--- src/rtl/dsp_bank_pkg.sv ---
`timescale 1ns/1ps
package dsp_bank_pkg;
  parameter int FPG_W = 3;
  parameter int SPG_W = 1;
  parameter int CAP_W = (FPG_W > SPG_W) ? FPG_W : SPG_W;

  parameter int OFF_MODE  = 0;
  parameter int OFF_FPAGE = 1;
  parameter int OFF_SPAGE = 2;

  typedef enum logic {
    PGM_FLASH = 1'b0,
    PGM_SRAM  = 1'b1
  } pgm_sel_e;

  typedef enum logic [1:0] {
    SP_NONE = 2'd0,
    SP_PGM  = 2'd1,
    SP_DATA = 2'd2,
    SP_IO   = 2'd3
  } space_e;

  typedef struct packed {
    pgm_sel_e          pgm;
    logic [FPG_W-1:0]  fpg;
    logic [SPG_W-1:0]  spg;
  } cfg_t;

  parameter cfg_t CFG_RST = '{pgm: PGM_FLASH, fpg: '0, spg: '0};
endpackage

--- src/rtl/dsp_bank_win.sv ---
`timescale 1ns/1ps
// Aligned power-of-two address window match on the upper address bits.
module dsp_bank_win #(
  parameter int                ADDR_W = 16,
  parameter int                AW     = 4,
  parameter logic [ADDR_W-1:0] BASE   = '0
) (
  input  logic [ADDR_W-AW-1:0] addr_hi_i,
  output logic                 hit_o
);
  localparam logic [ADDR_W-AW-1:0] TAG = BASE[ADDR_W-1:AW];
  assign hit_o = (addr_hi_i == TAG);
endmodule

--- src/rtl/dsp_bank_regs.sv ---
`timescale 1ns/1ps
module dsp_bank_regs
  import dsp_bank_pkg::*;
#(
  parameter int ADDR_W = 16,
  parameter int DATA_W = 16,
  parameter int REG_AW = 4
) (
  input  logic              clk_i,
  input  logic              rst_ni,
  input  logic              bus_en_i,
  input  logic              is_ni,
  input  logic              wr_ni,
  input  logic [ADDR_W-1:0] addr_i,
  input  logic [DATA_W-1:0] wdata_i,
  output cfg_t              cfg_o,
  output logic [DATA_W-1:0] rd_val_o
);
  localparam logic [REG_AW-1:0] A_MODE  = REG_AW'(OFF_MODE);
  localparam logic [REG_AW-1:0] A_FPAGE = REG_AW'(OFF_FPAGE);
  localparam logic [REG_AW-1:0] A_SPAGE = REG_AW'(OFF_SPAGE);

  logic              wr_q, is_q;
  logic [ADDR_W-1:0] addr_q;
  logic [CAP_W-1:0]  data_q;
  logic              wr_rise, win_q, commit;
  cfg_t              cfg_q;

  logic unused_wdata;
  assign unused_wdata = ^wdata_i[DATA_W-1:CAP_W];

  // Previous-cycle bus snapshot; the write lands on the strobe's rising edge.
  always_ff @(posedge clk_i or negedge rst_ni) begin
    if (!rst_ni) begin
      wr_q   <= 1'b1;
      is_q   <= 1'b1;
      addr_q <= '0;
      data_q <= '0;
    end else begin
      wr_q   <= wr_ni;
      is_q   <= is_ni;
      addr_q <= addr_i;
      data_q <= wdata_i[CAP_W-1:0];
    end
  end

  assign wr_rise = !wr_q && wr_ni;
  assign win_q   = (addr_q[ADDR_W-1:REG_AW] == '0);
  assign commit  = bus_en_i && wr_rise && !is_q && win_q;

  always_ff @(posedge clk_i or negedge rst_ni) begin
    if (!rst_ni) begin
      cfg_q <= CFG_RST;
    end else if (commit) begin
      unique case (addr_q[REG_AW-1:0])
        A_MODE:  cfg_q.pgm <= pgm_sel_e'(data_q[0]);
        A_FPAGE: cfg_q.fpg <= data_q[FPG_W-1:0];
        A_SPAGE: cfg_q.spg <= data_q[SPG_W-1:0];
        default: ;
      endcase
    end
  end

  assign cfg_o = cfg_q;

  always_comb begin
    rd_val_o = '0;
    unique case (addr_i[REG_AW-1:0])
      A_MODE:  rd_val_o[0]         = cfg_q.pgm;
      A_FPAGE: rd_val_o[FPG_W-1:0] = cfg_q.fpg;
      A_SPAGE: rd_val_o[SPG_W-1:0] = cfg_q.spg;
      default: ;
    endcase
  end

  p_hold_r9: assert property (@(posedge clk_i) disable iff (!rst_ni)
    !bus_en_i |=> $stable(cfg_q));

  p_noedge_r6: assert property (@(posedge clk_i) disable iff (!rst_ni)
    (wr_q || !wr_ni) |=> $stable(cfg_q));
endmodule

--- src/rtl/dsp_bank_decode.sv ---
`timescale 1ns/1ps
module dsp_bank_decode
  import dsp_bank_pkg::*;
#(
  parameter int                ADDR_W     = 16,
  parameter int                REG_AW     = 4,
  parameter logic [ADDR_W-1:0] CODEC_BASE = 16'h0100,
  parameter int                CODEC_AW   = 8,
  parameter logic [ADDR_W-1:0] UART_BASE  = 16'h0200,
  parameter int                UART_AW    = 3
) (
  input  logic              clk_i,
  input  logic              rst_ni,
  input  logic              bus_en_i,
  input  logic              ps_ni,
  input  logic              ds_ni,
  input  logic              is_ni,
  input  logic              rd_ni,
  input  logic [ADDR_W-1:0] addr_i,
  input  pgm_sel_e          pgm_i,
  output logic              flash_ce_no,
  output logic              sram_ce1_no,
  output logic              sram_ce2_o,
  output logic              codec_cs_no,
  output logic              uart_cs_no,
  output logic              reg_rd_o
);
  localparam int NWIN = 3;
  localparam int WIN_REG = 0, WIN_CODEC = 1, WIN_UART = 2;
  localparam int                WIN_AW   [NWIN] = '{REG_AW, CODEC_AW, UART_AW};
  localparam logic [ADDR_W-1:0] WIN_BASE [NWIN] = '{'0, CODEC_BASE, UART_BASE};

  logic [NWIN-1:0] hit;
  space_e          space;
  logic            io, flash_sel, sram_sel;

  for (genvar g = 0; g < NWIN; g++) begin : g_win
    dsp_bank_win #(
      .ADDR_W (ADDR_W),
      .AW     (WIN_AW[g]),
      .BASE   (WIN_BASE[g])
    ) u_win (
      .addr_hi_i (addr_i[ADDR_W-1:WIN_AW[g]]),
      .hit_o     (hit[g])
    );
  end

  // Strobes decode only when exactly one is low; otherwise no space.
  always_comb begin
    space = SP_NONE;
    if (bus_en_i) begin
      unique case ({ps_ni, ds_ni, is_ni})
        3'b011:  space = SP_PGM;
        3'b101:  space = SP_DATA;
        3'b110:  space = SP_IO;
        default: space = SP_NONE;
      endcase
    end
  end

  assign io        = (space == SP_IO);
  assign flash_sel = (space == SP_PGM) && (pgm_i == PGM_FLASH);
  assign sram_sel  = ((space == SP_PGM) && (pgm_i == PGM_SRAM)) || (space == SP_DATA);

  assign flash_ce_no = !flash_sel;
  assign sram_ce1_no = !sram_sel;
  assign sram_ce2_o  = sram_sel;
  assign codec_cs_no = !(io && hit[WIN_CODEC]);
  assign uart_cs_no  = !(io && hit[WIN_UART]);
  assign reg_rd_o    = io && !rd_ni && hit[WIN_REG];

  p_excl_r3: assert property (@(posedge clk_i) disable iff (!rst_ni)
    !(!flash_ce_no && !sram_ce1_no));

  p_ds_noflash_r4: assert property (@(posedge clk_i) disable iff (!rst_ni)
    !ds_ni |-> flash_ce_no);

  p_idle_r2: assert property (@(posedge clk_i) disable iff (!rst_ni)
    ($countones({ps_ni, ds_ni, is_ni}) != 2) |->
      (flash_ce_no && sram_ce1_no && !sram_ce2_o && codec_cs_no && uart_cs_no && !reg_rd_o));

  p_busoff_r9: assert property (@(posedge clk_i) disable iff (!rst_ni)
    !bus_en_i |->
      (flash_ce_no && sram_ce1_no && !sram_ce2_o && codec_cs_no && uart_cs_no && !reg_rd_o));

  p_io_onehot_r8: assert property (@(posedge clk_i) disable iff (!rst_ni)
    $onehot0({!codec_cs_no, !uart_cs_no, reg_rd_o}));
endmodule

--- src/rtl/dsp_bank_ctrl.sv ---
`timescale 1ns/1ps
module dsp_bank_ctrl
  import dsp_bank_pkg::*;
#(
  parameter int                ADDR_W     = 16,
  parameter int                DATA_W     = 16,
  parameter int                REG_AW     = 4,
  parameter logic [ADDR_W-1:0] CODEC_BASE = 16'h0100,
  parameter int                CODEC_AW   = 8,
  parameter logic [ADDR_W-1:0] UART_BASE  = 16'h0200,
  parameter int                UART_AW    = 3
) (
  input  logic              clk_i,
  input  logic              rst_ni,
  input  logic              bus_en_i,
  input  logic              ps_ni,
  input  logic              ds_ni,
  input  logic              is_ni,
  input  logic              rd_ni,
  input  logic              wr_ni,
  input  logic [ADDR_W-1:0] addr_i,
  input  logic [DATA_W-1:0] wdata_i,
  output logic [DATA_W-1:0] rdata_o,
  output logic              rd_oe_o,
  output logic              flash_ce_no,
  output logic [FPG_W-1:0]  flash_page_o,
  output logic              sram_ce1_no,
  output logic              sram_ce2_o,
  output logic [SPG_W-1:0]  sram_page_o,
  output logic              codec_cs_no,
  output logic              uart_cs_no
);
  cfg_t              cfg;
  logic [DATA_W-1:0] rd_val;
  logic              reg_rd;

  dsp_bank_regs #(
    .ADDR_W (ADDR_W),
    .DATA_W (DATA_W),
    .REG_AW (REG_AW)
  ) u_regs (
    .clk_i    (clk_i),
    .rst_ni   (rst_ni),
    .bus_en_i (bus_en_i),
    .is_ni    (is_ni),
    .wr_ni    (wr_ni),
    .addr_i   (addr_i),
    .wdata_i  (wdata_i),
    .cfg_o    (cfg),
    .rd_val_o (rd_val)
  );

  dsp_bank_decode #(
    .ADDR_W     (ADDR_W),
    .REG_AW     (REG_AW),
    .CODEC_BASE (CODEC_BASE),
    .CODEC_AW   (CODEC_AW),
    .UART_BASE  (UART_BASE),
    .UART_AW    (UART_AW)
  ) u_dec (
    .clk_i       (clk_i),
    .rst_ni      (rst_ni),
    .bus_en_i    (bus_en_i),
    .ps_ni       (ps_ni),
    .ds_ni       (ds_ni),
    .is_ni       (is_ni),
    .rd_ni       (rd_ni),
    .addr_i      (addr_i),
    .pgm_i       (cfg.pgm),
    .flash_ce_no (flash_ce_no),
    .sram_ce1_no (sram_ce1_no),
    .sram_ce2_o  (sram_ce2_o),
    .codec_cs_no (codec_cs_no),
    .uart_cs_no  (uart_cs_no),
    .reg_rd_o    (reg_rd)
  );

  assign flash_page_o = cfg.fpg;
  assign sram_page_o  = cfg.spg;
  assign rd_oe_o      = reg_rd;
  assign rdata_o      = reg_rd ? rd_val : '0;

  p_rdq_r7: assert property (@(posedge clk_i) disable iff (!rst_ni)
    !rd_oe_o |-> (rdata_o == '0));

  p_ce_pair_r4: assert property (@(posedge clk_i) disable iff (!rst_ni)
    sram_ce2_o == !sram_ce1_no);
endmodule

--- config.mk ---
export PLATFORM = sky130hd
export DESIGN_NAME = dsp_bank_ctrl
export DESIGN_NICKNAME = d
export VERILOG_FILES = /design/src/rtl/dsp_bank_pkg.sv /design/src/rtl/dsp_bank_win.sv /design/src/rtl/dsp_bank_regs.sv /design/src/rtl/dsp_bank_decode.sv /design/src/rtl/dsp_bank_ctrl.sv
export SDC_FILE = /design/constraint.sdc
export NUM_CORES = 1
export LEC_CHECK = 0
export BUFFER_PORTS_ARGS = -buffer_cell sky130_fd_sc_hd__buf_2
export CAP_MARGIN = 10
export CORE_MARGIN = 1
export CORE_UTILIZATION = 47
export CTS_CLUSTER_SIZE = 20
export DETAILED_ROUTE_END_ITERATION = 12
export PLACE_DENSITY = 0.83
export SYNTH_ARGS = -nofsm -noshare
export SYNTH_HDL_FRONTEND = slang
export SYNTH_HIERARCHICAL = 1
export SYNTH_SLANG_ARGS = --single-unit
--- constraint.sdc ---
create_clock -name clk_i -period 2.3 [get_ports clk_i]
set_input_delay 0.115 -clock clk_i [delete_from_list [all_inputs] [get_ports clk_i]]
set_output_delay 0.115 -clock clk_i [all_outputs]
set_load 0.05 [all_outputs]
==> results.py, run 1 <==
metrics = {
    "status": {
        "status": "complete, no violations",
    },
    "yosys": {
        "yosys.area.top_type_share": 0.490,
        "ys_seq_area_frac": 0.533,
        "synth_area_sq_um": 1220,
        "synth-xor-area-share": 0,
        "synth_top_family_by_area": "simple AND/OR/NAND/NOR gates",
        "synthAdderAreaFrac": 0,
        "synth_top_cell_by_area": "dfrtp_1",
        "avgSynthCellArea_sq_um": 12.0,
        "synth_mux_area_frac": 0.0541,
        "synth_cells": 102,
        "synthTopCellsByArea": "dfrtp_1 49%, buf_4 8.0%, and2_2 7.4%, nor4_1 5.1%, mux2_2 4.6%",
        "synth-compound-area-share": 0.0194,
        "synth_seq_cells": 26,
        "synth-simple-area-share": 0.295,
        "ys_types": 29,
        "yosysWarnings": 6,
    },
    "clock_tree": {
        "cts_buffer_depth": 2,
        "cts_setup_buffers": 0,
        "cts_inserted_buffers": 3,
        "clock_sinks": 26,
        "root_buffer": "clkbuf_4",
        "cts_tree": "yes",
        "clk_pin_slew_ps": 140,
        "htree_levels": 1,
        "insertion_delay_ps": 320,
    },
    "die": {
        "core_area_sq_um": 2480,
        "rows": 18,
        "die_area_sq_um": 2810,
        "num_io_pins": 66,
        "die_w_um": 53.1,
        "dieHeight_um": 53.1,
        "initial_utilization": 0.494,
    },
    "timing": {
        "max_freq_mhz": 453,
        "hold_viol_final": 0,
        "finalSetupTns_ps": 0,
        "fin_skew_ps": 9.82,
        "setup_viol": 0,
        "period_minus_slack_ps": 2210,
        "grt_setup_unrepaired": "no",
        "worst_pin_slew_ps": 552,
        "fin_ws_ps": 91.1,
        "slew_viol_final": 0,
        "holdWs_ps": 308,
        "period_share": 0.960,
        "max-slew-margin-rel": 0.632,
    },
    "placement": {
        "placed_area_sq_um": 1390,
        "place_congestion": 0.828,
        "place_ws_ps": 501,
        "portBuffers": 39,
        "dp_cells": 169,
    },
    "detailed_routing": {
        "vias": 968,
        "wl_um": 2790,
        "dr.pass1.iters": 4,
        "antenna_left": 0,
        "viasPerCell": 4.96,
        "wire_per_inst_um": 14.3,
        "drt_first_iter_violations": 13,
        "drc_errors": 0,
    },
    "layout": {
        "drive_gt1_frac": 0.406,
        "final_cell_mix": "39 x buf_2, 24 x dfrtp_1, 22 x dlygate4sd3_1",
        "area_delta_synth_final_pct": 34.8,
        "antenna_cells": 0,
        "final_common_cell": "buf_2",
        "fin_util": 0.667,
        "stdcell_area_sq_um": 1650,
        "post_layout_nonfiller_instances": 195,
        "layout.nets": 206,
    },
    "critical_path": {
        "crit_end": "rdata_o[0]",
        "path_class": "in2out",
        "critPathMaxFanout": 17,
        "r2r_end": "u_regs/cfg_o[3]",
        "end_kind": "output port",
        "crit_path_start": "addr_i[4]",
        "r2r_slack_ps": 480,
        "r2r-start": "u_regs/addr_q[8]",
        "cp.required_ps": 2180,
        "arrival_ps": 2090,
        "rr_worst_depth": 4,
        "start_kind": "primary input",
    },
    "global_route": {
        "grt.total_usage": 0.218,
        "grt_pass1_vias": 964,
        "antenna_found_initial": 0,
        "grt_first_pass_wirelength_um": 4320,
        "grt_max_degree": 27,
        "gr-total-overflow": 0,
    },
    "pwr": {
        "peakVddDrop_mv": 0.371,
        "power_mw": 0.805,
        "leakagePower_nw": 0.814,
        "powerDensity_nw_per_um2": 488,
    },
    "worst_hold_path": {
        "hold_path_class": "in2async",
    },
    "run": {
        "maxCapViolCount": 0,
    },
}
## flip-flops by register name, indices dropped and copies added (netlist names)
name and flops:
u_regs/data_q 3, u_regs/is_q 1, u_regs/cfg_o 5, u_regs/wr_q 1
u_regs/addr_q 16
## cell usage after synthesis (all sizes together)
cell type,n
nand3,1
and3,1
nand2,3
or4b,1
nand3b,1
o21bai,1
nor4,10
dfrtp,24
inv,2
conb,1
mux2i,1
a31oi,1
o21ba,1
and2,18
nor4b,4
nor2,3
and4,1
mux2,5
and4b,2
and3b,2
nor3,2
dfstp,2
buf,14
nor2b,1
## critical path: stages
cell	delay (ps)
dlygate4sd3_1	560
buf_2	150
nor4_1	290
and3_1	190
and3b_2	330
and2_2	200
buf_2	260
## how the worst min path moves through the flow
stage               cells after the start  slack (ps)          endpoint    from
floorplan                               0        -180  u_regs/addr_q[0]  rst_ni
CTS                                     2         320  u_regs/addr_q[4]  rst_ni
finish                                  2         310  u_regs/addr_q[4]  rst_ni
global route                            2         350  u_regs/addr_q[4]  rst_ni
global placement                        1         110  u_regs/addr_q[6]  rst_ni
detailed placement                      1         130  u_regs/addr_q[4]  rst_ni
## layer usage
layer	share of wire	track usage	vias up
met3	0.035	0.0316	5
met5	0	0	-
li1	-	-	462
met2	0.55	0.411	30
met4	0.0090	0.0526	0
met1	0.41	0.255	471
## timing repair
action,in CTS,in global routing
hold buffers,22,0
resized for setup,0,1
endpoints found under the setup margin,0,3
endpoints found under the hold margin,45,0
## cell families (layout without fill, tap and decap cells)
kind of cell / after synthesis / in the layout
mux: 6 / 6
buf+inv: 16 / 67
compound gates: 3 / 3
flops: 26 / 26
simple gates: 50 / 50
other cells: 1 / 13
## area by class of cell
type,instances,area (sq um)
Fill cell,196,826
Sequential cell,26,653
Multi-Input combinational cell,72,502
Timing Repair Buffer,61,415
Tap cell,30,37.5
Clock buffer,4,36.3
Inverter,2,7.51
## power breakdown
part | switching (mW) | internal, mW
Sequential | 0.00717 | 0.477
Clock | 0.129 | 0.0969
Combinational | 0.0459 | 0.0498
Power figures use the tool's default switching activity.
==> inputs of run 2 (changes only) <==
SETUP_SLACK_MARGIN = 0.3   (was not set)
==> run 2 against run 1 <==
Effect of this change:
- cell count is the same
- via count shrank 3.0%
- register-to-register slack worse by 40 ps
- critical path depth fell by 1
- setup slack improved by 320 ps
- clock power about the same
- clock-buffer cell count did not move
- routed wire length fell by 2.2%
- core utilization down 0.050 points
- maximum frequency increased by 17%
- power up 0.46%
- die area is the same
==> results.py, run 2 (synthesis gave the netlist of run 1 again) <==
metrics = {
    "run": {
        "maxCapViolCount": 0,
    },
    "timing": {
        "hold_viol_final": 0,
        "period_share": 0.821,
        "worst_pin_slew_ps": 562,
        "holdWs_ps": 293,
        "slew_viol_final": 0,
        "finalSetupTns_ps": 0,
        "setup_viol": 0,
        "period_minus_slack_ps": 1890,
        "fin_ws_ps": 412,
        "max-slew-margin-rel": 0.625,
        "max_freq_mhz": 530,
        "fin_skew_ps": 16.1,
        "grt_setup_unrepaired": "no",
    },
    "pwr": {
        "power.switching_mw": 0.185,
        "p_int_mw": 0.624,
        "p_sw_frac": 0.229,
        "power_frac_comb": 0.118,
        "p_seq_frac": 0.599,
        "leakagePower_nw": 0.814,
        "clkPwrFrac": 0.283,
        "powerDensity_nw_per_um2": 490,
        "peakVddDrop_mv": 0.353,
    },
    "layout": {
        "antenna_cells": 0,
        "area_delta_synth_final_pct": 34.7,
        "regMostFlops": "u_regs/addr_q",
        "final_common_cell": "buf_2",
        "largest_register_ffs": 16,
        "drive_gt1_frac": 0.400,
        "final_cell_mix": "39 x buf_2, 24 x dfrtp_1, 22 x dlygate4sd3_1",
        "fillCellCount": 193,
        "layout.nets": 206,
    },
    "critical_path": {
        "crit_chain": "dlygate4sd3_1 -> buf_2 -> nor4b_1 -> and2_1 -> and2_2 -> buf_2",
        "r2r-start": "u_regs/addr_q[4]",
        "critPathMaxFanout": 4,
        "critPathMaxStageDelay_ps": 530,
        "arrival_ps": 1770,
        "cp_num_buf_inv": 3,
        "crit_path_start": "addr_i[1]",
        "start_kind": "primary input",
        "path_class": "in2out",
        "r2r_slack_ps": 440,
        "crit_family": "buffers and inverters",
        "cp_common_cell": "buf_2",
        "cp.required_ps": 2180,
        "end_kind": "output port",
        "slowest_stage": "dlygate4sd3_1",
    },
    "detailed_routing": {
        "wl_um": 2730,
        "dr.pass1.iters": 4,
        "vias": 939,
        "drc_errors": 0,
        "drt_first_iter_violations": 22,
        "antenna_left": 0,
        "viasPerCell": 4.82,
        "wire_per_inst_um": 14.0,
    },
    "global_route": {
        "grt_first_pass_wirelength_um": 4190,
        "grt_pass1_vias": 935,
        "gr-total-overflow": 0,
        "antenna_found_initial": 0,
        "grt_max_degree": 27,
        "grt.total_usage": 0.215,
    },
    "die": {
        "rows": 18,
        "core_area_sq_um": 2480,
        "die_area_sq_um": 2810,
        "num_io_pins": 66,
        "die_w_um": 53.1,
        "dieHeight_um": 53.1,
        "initial_utilization": 0.494,
    },
    "worst_hold_path": {
        "hold_path_class": "in2async",
    },
    "clock_tree": {
        "root_buffer": "clkbuf_4",
        "ctsHoldBuffers": 22,
        "clk_pin_slew_ps": 140,
        "clock_sinks": 26,
        "cts_resized": 0,
        "cts_setup_buffers": 0,
        "cts_inserted_buffers": 3,
        "insertion_delay_ps": 320,
        "cts_buffer_depth": 2,
        "cts_tree": "yes",
        "htree_levels": 1,
    },
    "placement": {
        "portBuffers": 39,
        "place_congestion": 0.828,
        "place_ws_ps": 501,
    },
    "status": {
        "status": "complete, no violations",
    },
}
==> run 2: cell counts in the layout (fill, tap and decap cells not counted) <==
No cell type changed its count.
==> run 2: final timing paths <==
kind,endpoint,depth (start not counted)
worst max-delay path,rdata_o[2],6
worst min-delay path,u_regs/addr_q[7],2
max in group asynchronous,u_regs/cfg_o[0],2
min in group clk_i,u_regs/wr_q,2
worst max register to register,u_regs/cfg_o[3],4
worst min register to register,u_regs/cfg_o[2],1
==> run 2: metrics by stage <==
step	instance area, sq um	util	std cells	total power [mW]
CTS	1650	0.666	195	0.798
floorplan	1270	-	114	0.525
finish	1650	0.666	195	0.809
global placement	1390	0.563	169	0.553
global route	1650	0.666	195	0.841
detailed placement	1390	0.563	169	0.557
==> run 2: power groups by stage <==
stage	Clock (mW)	Sequential (mW)	Combinational [mW]
2_1_floorplan	0	0.491	0.0343
3_3_place_gp	0	0.491	0.0619
3_5_place_dp	0	0.493	0.0645
4_1_cts	0.222	0.484	0.0922
5_1_grt	0.249	0.487	0.105
6_report	0.229	0.485	0.0958
==> run 2: metal layers <==
layer / vias to the layer above / global-route usage / wire [um]
met4: 0 / 0.0526 / 8
met3: 2 / 0.0316 / 101
met5: - / 0 / 0
met2: 25 / 0.409 / 1510
met1: 451 / 0.247 / 1110
li1: 461 / - / -
==> run 2: worst register-to-register path, delay by kind of cell, from the launching register on <==
family,cells,cell delay (ps)
flip-flops,1,400
multiplexers,1,380
AND/OR/NAND/NOR,3,970
==> run 2: area by class of cell <==
class | instances | area [sq um] | share of cell area
Timing Repair Buffer | 61 | 415 | 0.252
Tap cell | 30 | 37.5 | 0.0227
Sequential cell | 26 | 653 | 0.396
Inverter | 2 | 7.51 | 0.00455
Clock buffer | 4 | 36.3 | 0.0220
Multi-Input combinational cell | 72 | 500 | 0.303
==> inputs of run 3 (changes only) <==
CORE_UTILIZATION = 44   (was 47)
PLACE_DENSITY = 0.79   (was 0.83)
clock period = 1.8 ns   (was 2.3 ns; I/O delays follow)
==> run 3 against run 2 <==
Effect of this change:
- combinational power grew 34%
- clock skew shrank 14 ps
- clock-buffer cell count is the same
- register-to-register slack lost 420 ps
- first-iteration DRC count shrank 73%
- critical path depth shrank 1
- setup slack lost 390 ps
- power grew 28%
- flip-flop and latch count is the same
- largest cell class unchanged
- highest routed layer unchanged
==> results.py, run 3 (synthesis gave the netlist of run 1 again) <==
metrics = {
    "status": {
        "status": "complete, no violations",
    },
    "die": {
        "core_area_sq_um": 2540,
        "die_area_sq_um": 3000,
        "rows": 18,
        "dieHeight_um": 54.8,
        "die_w_um": 54.8,
        "num_io_pins": 66,
        "initial_utilization": 0.481,
    },
    "pwr": {
        "p_int_mw": 0.801,
        "p_seq_frac": 0.607,
        "power_frac_comb": 0.124,
        "leakagePower_nw": 0.844,
        "clkPwrFrac": 0.269,
        "p_sw_frac": 0.224,
        "powerDensity_nw_per_um2": 586,
        "power.switching_mw": 0.232,
        "power_mw": 1.03,
        "peakVddDrop_mv": 0.488,
    },
    "clock_tree": {
        "cts_inserted_buffers": 3,
        "clk_pin_slew_ps": 130,
        "root_buffer": "clkbuf_4",
        "cts_buffer_depth": 2,
        "insertion_delay_ps": 300,
        "htree_levels": 1,
        "cts_tree": "yes",
        "clock_sinks": 26,
    },
    "timing": {
        "max-slew-margin-rel": 0.634,
        "hold_viol_final": 0,
        "period_share": 0.990,
        "grt_setup_unrepaired": "yes",
        "max_freq_mhz": 561,
        "fin_skew_ps": 2.35,
        "setup_viol": 0,
        "period_minus_slack_ps": 1780,
        "slew_viol_final": 0,
        "worst_pin_slew_ps": 549,
        "holdWs_ps": 290,
    },
    "worst_hold_path": {
        "hold_path_class": "in2async",
    },
    "placement": {
        "place_congestion": 0.770,
        "dp_hpwl_um": 1810,
        "portBuffers": 39,
    },
    "critical_path": {
        "end_kind": "flop",
        "path_class": "reg2reg",
        "cp.required_ps": 2000,
        "start_kind": "flop",
        "arrival_ps": 1990,
        "critPathMaxFanout": 3,
    },
    "detailed_routing": {
        "wire_per_inst_um": 14.5,
        "wl_um": 2850,
        "viasPerCell": 4.98,
        "antenna_left": 0,
        "drc_errors": 0,
        "drt_first_iter_violations": 6,
        "dr.pass1.iters": 4,
        "vias": 981,
    },
    "global_route": {
        "globalRouteMet1Util": 0.245,
        "grt_max_degree": 27,
        "gr-total-overflow": 0,
        "grt_first_pass_wirelength_um": 4110,
        "use_met3": 0.0306,
        "top_usage_layer": "met2",
        "grt.total_usage": 0.198,
        "met2_usage": 0.347,
        "antenna_found_initial": 0,
        "grt_pass1_vias": 900,
    },
    "layout": {
        "regMostFlops": "u_regs/addr_q",
        "drive_gt1_frac": 0.455,
        "final_common_cell": "buf_2",
        "layout.nets": 208,
        "antenna_cells": 0,
        "largest_register_ffs": 16,
        "area_delta_synth_final_pct": 43.8,
        "final_cell_mix": "35 x buf_2, 24 x dfrtp_1, 22 x dlygate4sd3_1",
    },
    "run": {
        "maxCapViolCount": 0,
    },
}
==> run 3: cell count changes in the layout (fill, tap and decap cells not counted), sizes merged <==
cell	change
clkbuf	+2
==> run 3: area by class of cell <==
cell class	instances	area, sq um
fill	190	783
sequential	26	653
multi-input combinational	72	572
timing repair buffer	63	455
tap	30	37.5
clock buffer	4	36.3
inverter	2	7.51
==> run 3: repair_timing <==
action,4_1_cts,5_1_grt
gates resized for setup,14,7
hold endpoints to repair,45,0
setup endpoints to repair,9,10
hold buffers,22,0
setup buffers,2,0
pin swaps,5,3
==> run 3: metal layers <==
| layer | wire length (um) | share of wire | up-vias |
|---|---|---|---|
| li1 | - | - | 462 |
| met1 | 1210 | 0.43 | 459 |
| met2 | 1430 | 0.50 | 50 |
| met3 | 148 | 0.052 | 10 |
| met4 | 55 | 0.019 | 0 |
| met5 | 0 | 0 | - |
==> run 3: worst max-delay path, cell delays in order (launching register included) <==
cell     delay, ps
dfrtp_1        440
nor4_4         320
nand3_2        180
nor4b_4        270
buf_4          180
mux2_4         300
==> run 3: through the flow <==
stage | TNS [ps] | worst slack, ps | utilization | cell area, sq um | cells
6_report | 0 | 18.7 | 0.692 | 1760 | 197
5_1_grt | -114 | -74.4 | 0.692 | 1760 | 197
4_1_cts | 0 | 53.3 | 0.678 | 1730 | 197
3_5_place_dp | -105 | -34.0 | 0.548 | 1400 | 169
3_3_place_gp | -27.5 | -10.5 | 0.548 | 1400 | 169
2_1_floorplan | 0 | 219 | - | 1270 | 114
==> run 3: power by group through the flow <==
stage	clock network (mW)	registers (mW)	logic (mW)
floorplan	0	0.627	0.0438
global placement	0	0.628	0.0795
detailed placement	0	0.629	0.0827
CTS	0.287	0.621	0.122
global route	0.315	0.629	0.141
finish	0.278	0.627	0.128
==> run 3: final timing paths <==
path	start	slack, ps	depth (start not counted)	endpoint
min in group clk_i	wdata_i[1]	420	2	u_regs/data_q[1]
setup reg to reg	u_regs/addr_q[15]	20	5	u_regs/cfg_o[1]
setup / recovery	u_regs/addr_q[15]	20	5	u_regs/cfg_o[1]
max in group asynchronous	rst_ni	1140	2	u_regs/is_q
hold / removal	rst_ni	290	2	u_regs/addr_q[6]
hold reg to reg	u_regs/data_q[1]	500	1	u_regs/cfg_o[2]
